$ cat src/rtl/tmr_flag_pkg.sv
package tmr_flag_pkg;
  localparam int FLAG_N = 3;
  localparam int REG_W  = 8;
  localparam int WRAP_BIT = 2;
  localparam int B_BIT    = 1;
  localparam int A_BIT    = 0;

  typedef struct packed {
    logic [FLAG_N-1:0] setMask;
    logic [FLAG_N-1:0] clrMask;
    logic              init;
  } flagCmd_t;
endpackage

$ cat src/rtl/tmr_flag_ctrl.sv
module tmr_flag_ctrl
  import tmr_flag_pkg::*;
#(
  parameter int CNT_W = 16
) (
  input  logic              clk,
  input  logic              rst_n,
  input  logic              standby,
  input  logic [CNT_W-1:0]  cntValue,
  input  logic              cntStep,
  input  logic              cntDown,
  input  logic              upDownEn,
  input  logic              matchA,
  input  logic              captA,
  input  logic              matchB,
  input  logic              captB,
  input  logic              regRd,
  input  logic              regWr,
  input  logic [REG_W-1:0]  wrData,
  input  logic [FLAG_N-1:0] flagQ,
  output flagCmd_t          cmd
);
  localparam logic [CNT_W-1:0] CNT_MAX = {CNT_W{1'b1}};
  localparam logic [CNT_W-1:0] CNT_MIN = '0;

  logic [FLAG_N-1:0] armQ;
  logic countingDown;
  logic upWrap;
  logic downWrap;
  logic unusedWrHi;

  assign unusedWrHi   = ^wrData[REG_W-1:FLAG_N];
  assign countingDown = cntDown && upDownEn;
  assign upWrap       = cntStep && !countingDown && (cntValue == CNT_MAX);
  assign downWrap     = cntStep && countingDown && (cntValue == CNT_MIN);

  always_comb begin
    cmd = '0;
    cmd.init              = standby;
    cmd.setMask[WRAP_BIT] = upWrap || downWrap;
    cmd.setMask[B_BIT]    = matchB || captB;
    cmd.setMask[A_BIT]    = matchA || captA;
    if (regWr) begin
      cmd.clrMask = armQ & ~wrData[FLAG_N-1:0];
    end
  end

  always_ff @(posedge clk or negedge rst_n) begin
    if (!rst_n) begin
      armQ <= '0;
    end else if (standby || regWr) begin
      armQ <= '0;
    end else if (regRd) begin
      armQ <= armQ | flagQ;
    end
  end
endmodule

$ cat src/rtl/tmr_flag_dp.sv
module tmr_flag_dp
  import tmr_flag_pkg::*;
(
  input  logic              clk,
  input  logic              rst_n,
  input  flagCmd_t          cmd,
  input  logic [FLAG_N-1:0] irqEnable,
  output logic [FLAG_N-1:0] flagQ,
  output logic [REG_W-1:0]  rdData,
  output logic [FLAG_N-1:0] irq
);
  localparam int RSVD_W = REG_W - FLAG_N;

  always_ff @(posedge clk or negedge rst_n) begin
    if (!rst_n) begin
      flagQ <= '0;
    end else if (cmd.init) begin
      flagQ <= '0;
    end else begin
      flagQ <= (flagQ & ~cmd.clrMask) | cmd.setMask;
    end
  end

  assign rdData = {{RSVD_W{1'b1}}, flagQ};

  for (genvar i = 0; i < FLAG_N; i++) begin : g_irq
    assign irq[i] = flagQ[i] & irqEnable[i];
  end
endmodule

$ cat src/rtl/tmr_status_flags.sv
module tmr_status_flags
  import tmr_flag_pkg::*;
#(
  parameter int CNT_W = 16
) (
  input  logic              clk,
  input  logic              rst_n,
  input  logic              standby,
  input  logic [CNT_W-1:0]  cntValue,
  input  logic              cntStep,
  input  logic              cntDown,
  input  logic              upDownEn,
  input  logic              matchA,
  input  logic              captA,
  input  logic              matchB,
  input  logic              captB,
  input  logic              regRd,
  input  logic              regWr,
  input  logic [REG_W-1:0]  wrData,
  input  logic [FLAG_N-1:0] irqEnable,
  output logic [REG_W-1:0]  rdData,
  output logic [FLAG_N-1:0] irq
);
  flagCmd_t          cmd;
  logic [FLAG_N-1:0] flagQ;

  tmr_flag_ctrl #(.CNT_W(CNT_W)) u_ctrl (
    .clk(clk), .rst_n(rst_n), .standby(standby),
    .cntValue(cntValue), .cntStep(cntStep), .cntDown(cntDown), .upDownEn(upDownEn),
    .matchA(matchA), .captA(captA), .matchB(matchB), .captB(captB),
    .regRd(regRd), .regWr(regWr), .wrData(wrData),
    .flagQ(flagQ), .cmd(cmd)
  );

  tmr_flag_dp u_dp (
    .clk(clk), .rst_n(rst_n), .cmd(cmd), .irqEnable(irqEnable),
    .flagQ(flagQ), .rdData(rdData), .irq(irq)
  );
endmodule

$ cat config.mk
export PLATFORM = sky130hd
export DESIGN_NAME = tmr_status_flags
export DESIGN_NICKNAME = d
export VERILOG_FILES = /design/src/rtl/tmr_flag_pkg.sv /design/src/rtl/tmr_flag_ctrl.sv /design/src/rtl/tmr_flag_dp.sv /design/src/rtl/tmr_status_flags.sv
export SDC_FILE = /design/constraint.sdc
export NUM_CORES = 1
export LEC_CHECK = 0
export BUFFER_PORTS_ARGS = -buffer_cell sky130_fd_sc_hd__buf_4
export CELL_PAD_IN_SITES_DETAIL_PLACEMENT = 0
export CELL_PAD_IN_SITES_GLOBAL_PLACEMENT = 1
export CORE_MARGIN = 5
export CORE_UTILIZATION = 21
export CTS_BUF_LIST = sky130_fd_sc_hd__clkbuf_4
export CTS_CLUSTER_DIAMETER = 30
export DETAILED_ROUTE_END_ITERATION = 12
export GPL_TIMING_DRIVEN = 0
export PLACE_DENSITY_LB_ADDON = 0.1
export SYNTH_ARGS = -nofsm -noshare
export SYNTH_HDL_FRONTEND = slang
export SYNTH_SLANG_ARGS = --single-unit
$ cat constraint.sdc
create_clock -name clk -period 2.2 [get_ports clk]
set_input_delay 0 -clock clk [delete_from_list [all_inputs] [get_ports clk]]
set_output_delay 0 -clock clk [all_outputs]
set_load 0.005 [all_outputs]
==> key figures, run 1 <==
Timing
  – Final hold viol count: 0
  – F_max: 974 MHz
  – Final Max Slew Viols: 0
  – Worst Skew: 0.00277 ns
  – Fin crit share: 46.7%
  – Post-route minimum period: 1.03 ns
  – Final setup vio count: 0
  – Hold slack: 0.00469 ns
  – RSZ-0062 raised after global routing: false
  – Setup TNS: 0 ns

Clocking
  – Clk buf depth: 2
  – Clk pin slew, worst setup/hold paths: 0.05 ns
  – Num CTS Buffers: 3
  – Clock root cell: clkbuf_4
  – CTS tree: yes
  – # resized after CTS: 0
  – Sink Count: 6
  – H-tree depth: 1
  – Worst-Skew Late Latency: 0.24 ns

Cells and area
  – Commonest non-fill, non-tap cell in the layout: buf_4
  – Multi-input gate area: 213 um2
  – Storage element area: 150 um2
  – Syn-to-layout area delta: 102%
  – Final Util: 45.0%
  – Most frequent cells in the layout: buf_4 (44), dfrtp_1 (6), a21oi_1 (5), nand4_1 (5), conb_1 (5)
  – Number of diodes: 0
  – Final net count: 137
  – Fillcell total: 196
  – Fraction of layout cells with a size suffix above 1: 50.0%
  – Design area: 777 um2

Global routing
  – First-pass GRT wire length: 2.14 mm
  – Vias in the first global route: 579
  – GRT Util Overall: 10.6%
  – Largest net degree at the start of global routing: 8
  – Grt ovf: 0
  – Antenna violations before repair: 0

Logic synthesis
  – Sequential-to-total area share from yosys stat: 39.0%
  – Synth warn: 0
  – Top-area cell type share of the netlist area: 39.0%
  – Synth area leaders: dfrtp_1 (39%), buf_4 (9.7%), nand4_1 (8.1%)
  – Yosys top cell by area: dfrtp_1
  – Post-synth cell types: 15
  – Avg Cell Area, Syn: 8.20 um2
  – #FFs+latches synth: 6
  – Mapped Cells: 47
  – Synthesized area: 385 um2

Hold path
  – Hold path cells: 3
  – Worst hold path type: input port to flip-flop

Worst setup path
  – CP Capture Type: flip-flop
  – Critical path arrival: 1.20 ns
  – Reg2Reg Depth: 3
  – CP required: 2.38 ns
  – Crit Path Class: input port to flip-flop
  – Crit Path Max Fanout: 7
  – Startpoint types: input port

Placement
  – GP Congestion: 0.677
  – DPL Wire Length: 1.12 mm
  – Placed Area: 724 um2
  – IO Port Bufs: 39

Floorplanning
  – Std cell rows: 15
  – Initial Util: 22.3%
  – DIE HEIGHT: 52.8 um
  – Die width: 52.8 um
  – Die area: 2790 um2
  – Core area: 1730 um2
  – Ports: 50

Route
  – Number of remaining DRC errors: 0
  – Initial DRC count: 0
  – Final ANT Viol Nets: 0
  – Vias per cell: 4.30
  – WL per Instance: 11.0 um
  – DR vias: 520
  – Post-Route WL: 1.33 mm
  – DRT Pass-1 Iters: 1

Run status
  – Outcome: finished, final reports clean

Power
  – Leakage: 0.381 nW
  – Total power: 303 uW
  – Power per Cell Area: 391 nW/um2
  – Max VDD drop: 120 uV

Run
  – Max Cap Viol: 0
cells in the mapped netlist, drive strengths merged:
master,number
a21oi,5
and2,3
and4,2
buf,5
conb,1
dfrtp,6
nand2,4
nand3,1
nand4,5
nor2,2
nor2b,2
nor3,4
nor4,4
o21ai,3
path summary, 6_finish.rpt:
check / start / to / slack [ns]
worst max-delay path: standby / u_dp.flagQ[2] / 1.17
worst min-delay path: matchA / u_dp.flagQ[0] / 0.005
worst max register to register: u_dp.flagQ[2] / u_dp.flagQ[2] / 1.37
worst min register to register: u_ctrl.armQ[0] / u_ctrl.armQ[0] / 0.55
max in group asynchronous: rst_n / u_ctrl.armQ[1] / 1.98
min in group asynchronous: rst_n / u_dp.flagQ[0] / 0.10
routing by layer:
layer  up-vias  track usage [%]  part of all wire, %  routed length [um]
met1       223             9.51                   36                 473
met2        32             18.8                   49                 647
li1        263                -                    -                   -
met3         2             3.42                   14                 183
met4         0             8.94                  1.9                  25
met5         -                0                    0                   0
what timing repair did:
action                    in CTS  in global routing
hold buffers                   3                  0
hold endpoints to repair      11                  0
buffers inserted               0                  0
area by class of cell:
class | count | area share [%]
Buffer | 5 | 4.83
Clock buffer | 3 | 2.90
Timing Repair Buffer | 42 | 41.5
Sequential cell | 6 | 19.3
Multi-Input combinational cell | 40 | 27.4
Tap cell | 25 | 4.03
stage by stage:
stage | worst slack, ns | cells
finish | 1.17 | 121
global route | 1.12 | 121
CTS | 1.17 | 121
detailed placement | 1.38 | 115
global placement | 1.37 | 115
floorplan | 1.43 | 51
worst max-delay path, cell delays in order:
cell and delay (ns):
dlygate4sd3_1 0.53, buf_4 0.16, nor2b_1 0.15, and4_1 0.21, nand4_1 0.07, nand3_1 0.08
kinds of logic after synthesis:
logic type,Yosys count,synth area share (%)
and+or+nand+nor,27,39.9
AOI/OAI and AO/OA,8,10.4
DFF,6,39.0
buffers and inverters,5,9.74
other,1,0.973
sequential cells by signal, indices dropped and copies added, names as in the netlist:
signal	flops
u_dp.flagQ	3
u_ctrl.armQ	3
power by group:
group / switching [mW] / internal (mW) / total [mW] / leakage [nW]
clock network: 0.0393 / 0.0617 / 0.101 / 0.0138
registers: 0.00266 / 0.114 / 0.117 / 0.0794
logic: 0.0277 / 0.0576 / 0.0854 / 0.288
No activity file was read; power rests on OpenSTA's default activity.
==> run 2, diff against run 1 <==
CORE_UTILIZATION = 17   (was 21)
clock period = 0.8 ns   (was 2.2 ns; I/O delays follow)
==> key figures, run 2 (synthesized netlist as in run 1, its figures left out) <==
Run status
  – Outcome: finished with violations (was finished, final reports clean)
  – Failing checks: negative setup slack

Clocking
  – Worst-Skew Late Latency: 0.24 ns (about the same)
  – CTS tree: yes (unchanged)
  – H-tree depth: 1 (unchanged)
  – Clk buf depth: 2 (unchanged)
  – Clock root cell: clkbuf_4 (unchanged)
  – Clk pin slew, worst setup/hold paths: 0.05 ns (about the same)
  – Sink Count: 6 (unchanged)
  – Num CTS Buffers: 3 (unchanged)

Placement
  – GP Congestion: 0.686 (was 0.677)
  – IO Port Bufs: 39 (unchanged)
  – Placed Area: 728 um2 (was 724 um2)
  – DPL Wire Length: 1.11 mm (was 1.12 mm)

Power
  – NetSw: 196 uW (was 69.7 uW)
  – Power per Cell Area: 1010 nW/um2 (was 391 nW/um2)
  – Internal: 659 uW (was 234 uW)
  – Clock share of power: 31.7% (was 33.3%)
  – Total power: 855 uW (was 303 uW)
  – Leakage: 0.406 nW (was 0.381 nW)
  – Combinational power share: 30.7% (was 28.1%)
  – Max VDD drop: 504 uV (was 120 uV)
  – Sequential share of power: 37.6% (was 38.6%)
  – Switching fraction of total power: 22.9% (was 23.0%)

Route
  – Initial DRC count: 9 (was 0)
  – Vias per cell: 4.20 (was 4.30)
  – DR vias: 537 (was 520)
  – Final ANT Viol Nets: 0 (unchanged)
  – DRT Pass-1 Iters: 3 (was 1)
  – Number of remaining DRC errors: 0 (unchanged)
  – Post-Route WL: 1.34 mm (was 1.33 mm)
  – WL per Instance: 10.5 um (was 11.0 um)

Cells and area
  – Final net count: 141 (was 137)
  – Commonest non-fill, non-tap cell in the layout: buf_4 (unchanged)
  – Number of diodes: 0 (unchanged)
  – Largest registers: u_ctrl.armQ (3), u_dp.flagQ (3) (unchanged)
  – Syn-to-layout area delta: 119% (was 102%)
  – Fraction of layout cells with a size suffix above 1: 57.0% (was 50.0%)
  – Final Util: 38.5% (was 45.0%)
  – Most frequent cells in the layout: buf_4 (45), dfrtp_1 (6), nand4_1 (5), conb_1 (5) (was buf_4 (44), dfrtp_1 (6), a21oi_1 (5), nand4_1 (5), conb_1 (5))
  – Design area: 843 um2 (was 777 um2)

Global routing
  – GRT Util Overall: 7.95% (was 10.6%)
  – Grt ovf: 0 (unchanged)
  – Vias in the first global route: 527 (was 579)
  – First-pass GRT wire length: 1.99 mm (was 2.14 mm)
  – Largest net degree at the start of global routing: 7 (was 8)
  – Antenna violations before repair: 0 (unchanged)

Hold path
  – Hold path cells: 3 (unchanged)
  – Worst hold path type: input port to flip-flop (unchanged)
  – Hold endpoint: u_dp.flagQ[0] (unchanged)
  – Hold_sp: matchA (unchanged)

Worst setup path
  – CP Capture Type: output port (was flip-flop)
  – Crit Path Max Fanout: 3 (was 7)
  – Crit Path Class: flip-flop to output port (was input port to flip-flop)
  – Worst R2R Start: u_dp.flagQ[1] (was u_dp.flagQ[2])
  – FF-to-FF setup slack: -0.01 ns (was 1.37 ns)
  – Startpoint types: flip-flop (was input port)
  – Worst r2r dst: u_ctrl.armQ[1] (was u_dp.flagQ[2])
  – Critical path arrival: 0.89 ns (was 1.20 ns)
  – Reg2Reg Depth: 3 (unchanged)
  – CP required: 0.80 ns (was 2.38 ns)

Floorplanning
  – Die area: 3320 um2 (was 2790 um2)
  – Std cell rows: 17 (was 15)
  – Ports: 50 (unchanged)
  – Die width: 57.6 um (was 52.8 um)
  – Initial Util: 17.6% (was 22.3%)
  – Core area: 2190 um2 (was 1730 um2)
  – DIE HEIGHT: 57.6 um (was 52.8 um)

Timing
  – Final hold viol count: 0 (unchanged)
  – RSZ-0062 raised after global routing: true (was false)
  – Setup TNS: -0.362 ns (was 0 ns)
  – Final setup vio count: 7 (was 0)
  – Worst Skew: 0.00550 ns (was 0.00277 ns)
  – Fin crit share: 112%
  – Post-route minimum period: 0.894 ns
  – F_max: 1120 MHz
  – Worst setup margin: -0.0944 ns (was 1.17 ns)
  – Final Max Slew Viols: 0 (unchanged)

Run
  – Max Cap Viol: 0 (unchanged)
==> run 2: metal layers <==
| metal | wire [um] | vias to the layer above | share of wire [%] | GRT usage, % |
|---|---|---|---|---|
| li1 | - | 276 | - | - |
| met3 | 134 | 4 | 10 | 3.12 |
| met1 | 544 | 228 | 41 | 8.91 |
| met2 | 624 | 29 | 47 | 12.1 |
| met4 | 36 | 0 | 2.7 | 5.96 |
| met5 | 0 | - | 0 | 0 |
==> run 2: how the worst max path moves through the flow <==
stage | from | to | slack [ns]
final | u_dp.flagQ[2] | irq[2] | -0.09
after global routing | u_dp.flagQ[1] | irq[1] | -0.14
after CTS | u_dp.flagQ[2] | irq[2] | -0.12
after detailed placement | cntValue[2] | u_dp.flagQ[2] | -0.07
after global placement | cntValue[2] | u_dp.flagQ[2] | -0.06
after floorplan | u_dp.flagQ[2] | u_dp.flagQ[2] | 0.03
==> run 2: layout make-up <==
cell class | instances | area [um2]
Fill cell | 227 | 1350
Timing Repair Buffer | 46 | 363
Multi-Input combinational cell | 40 | 235
Sequential cell | 6 | 150
Buffer | 5 | 37.5
Tap cell | 28 | 35.0
Clock buffer | 3 | 22.5
==> run 2: power groups by stage <==
stage          clock network, mW  logic (mW)  registers (mW)
2_1_floorplan                  0      0.0530           0.326
3_3_place_gp                   0       0.221           0.327
3_5_place_dp                   0       0.224           0.327
4_1_cts                    0.290       0.250           0.321
5_1_grt                    0.315       0.285           0.322
6_report                   0.271       0.263           0.322
==> run 2: metrics by stage <==
| step | instances | setup WS (ns) | hold slack (ns) |
|---|---|---|---|
| detailed placement | 118 | -0.0663 | -0.188 |
| global route | 128 | -0.143 | 0.0255 |
| CTS | 127 | -0.117 | 0.00336 |
| finish | 128 | -0.0944 | 0.0260 |
| floorplan | 51 | 0.0274 | -0.296 |
| global placement | 118 | -0.0620 | -0.187 |
==> run 2: worst max-delay path, stage by stage, from the launching register on <==
cell,delay (ns)
dfrtp_1,0.38
and2_1,0.14
buf_4,0.13
==> run 2: timing repair <==
action / 4_1_cts / 5_1_grt
setup endpoints to repair: 5 / 11
gates resized for setup: 2 / 9
hold buffers: 3 / 1
endpoints found under the hold margin: 11 / 1
pin swaps: 1 / 3
buffers inserted: 3 / 0
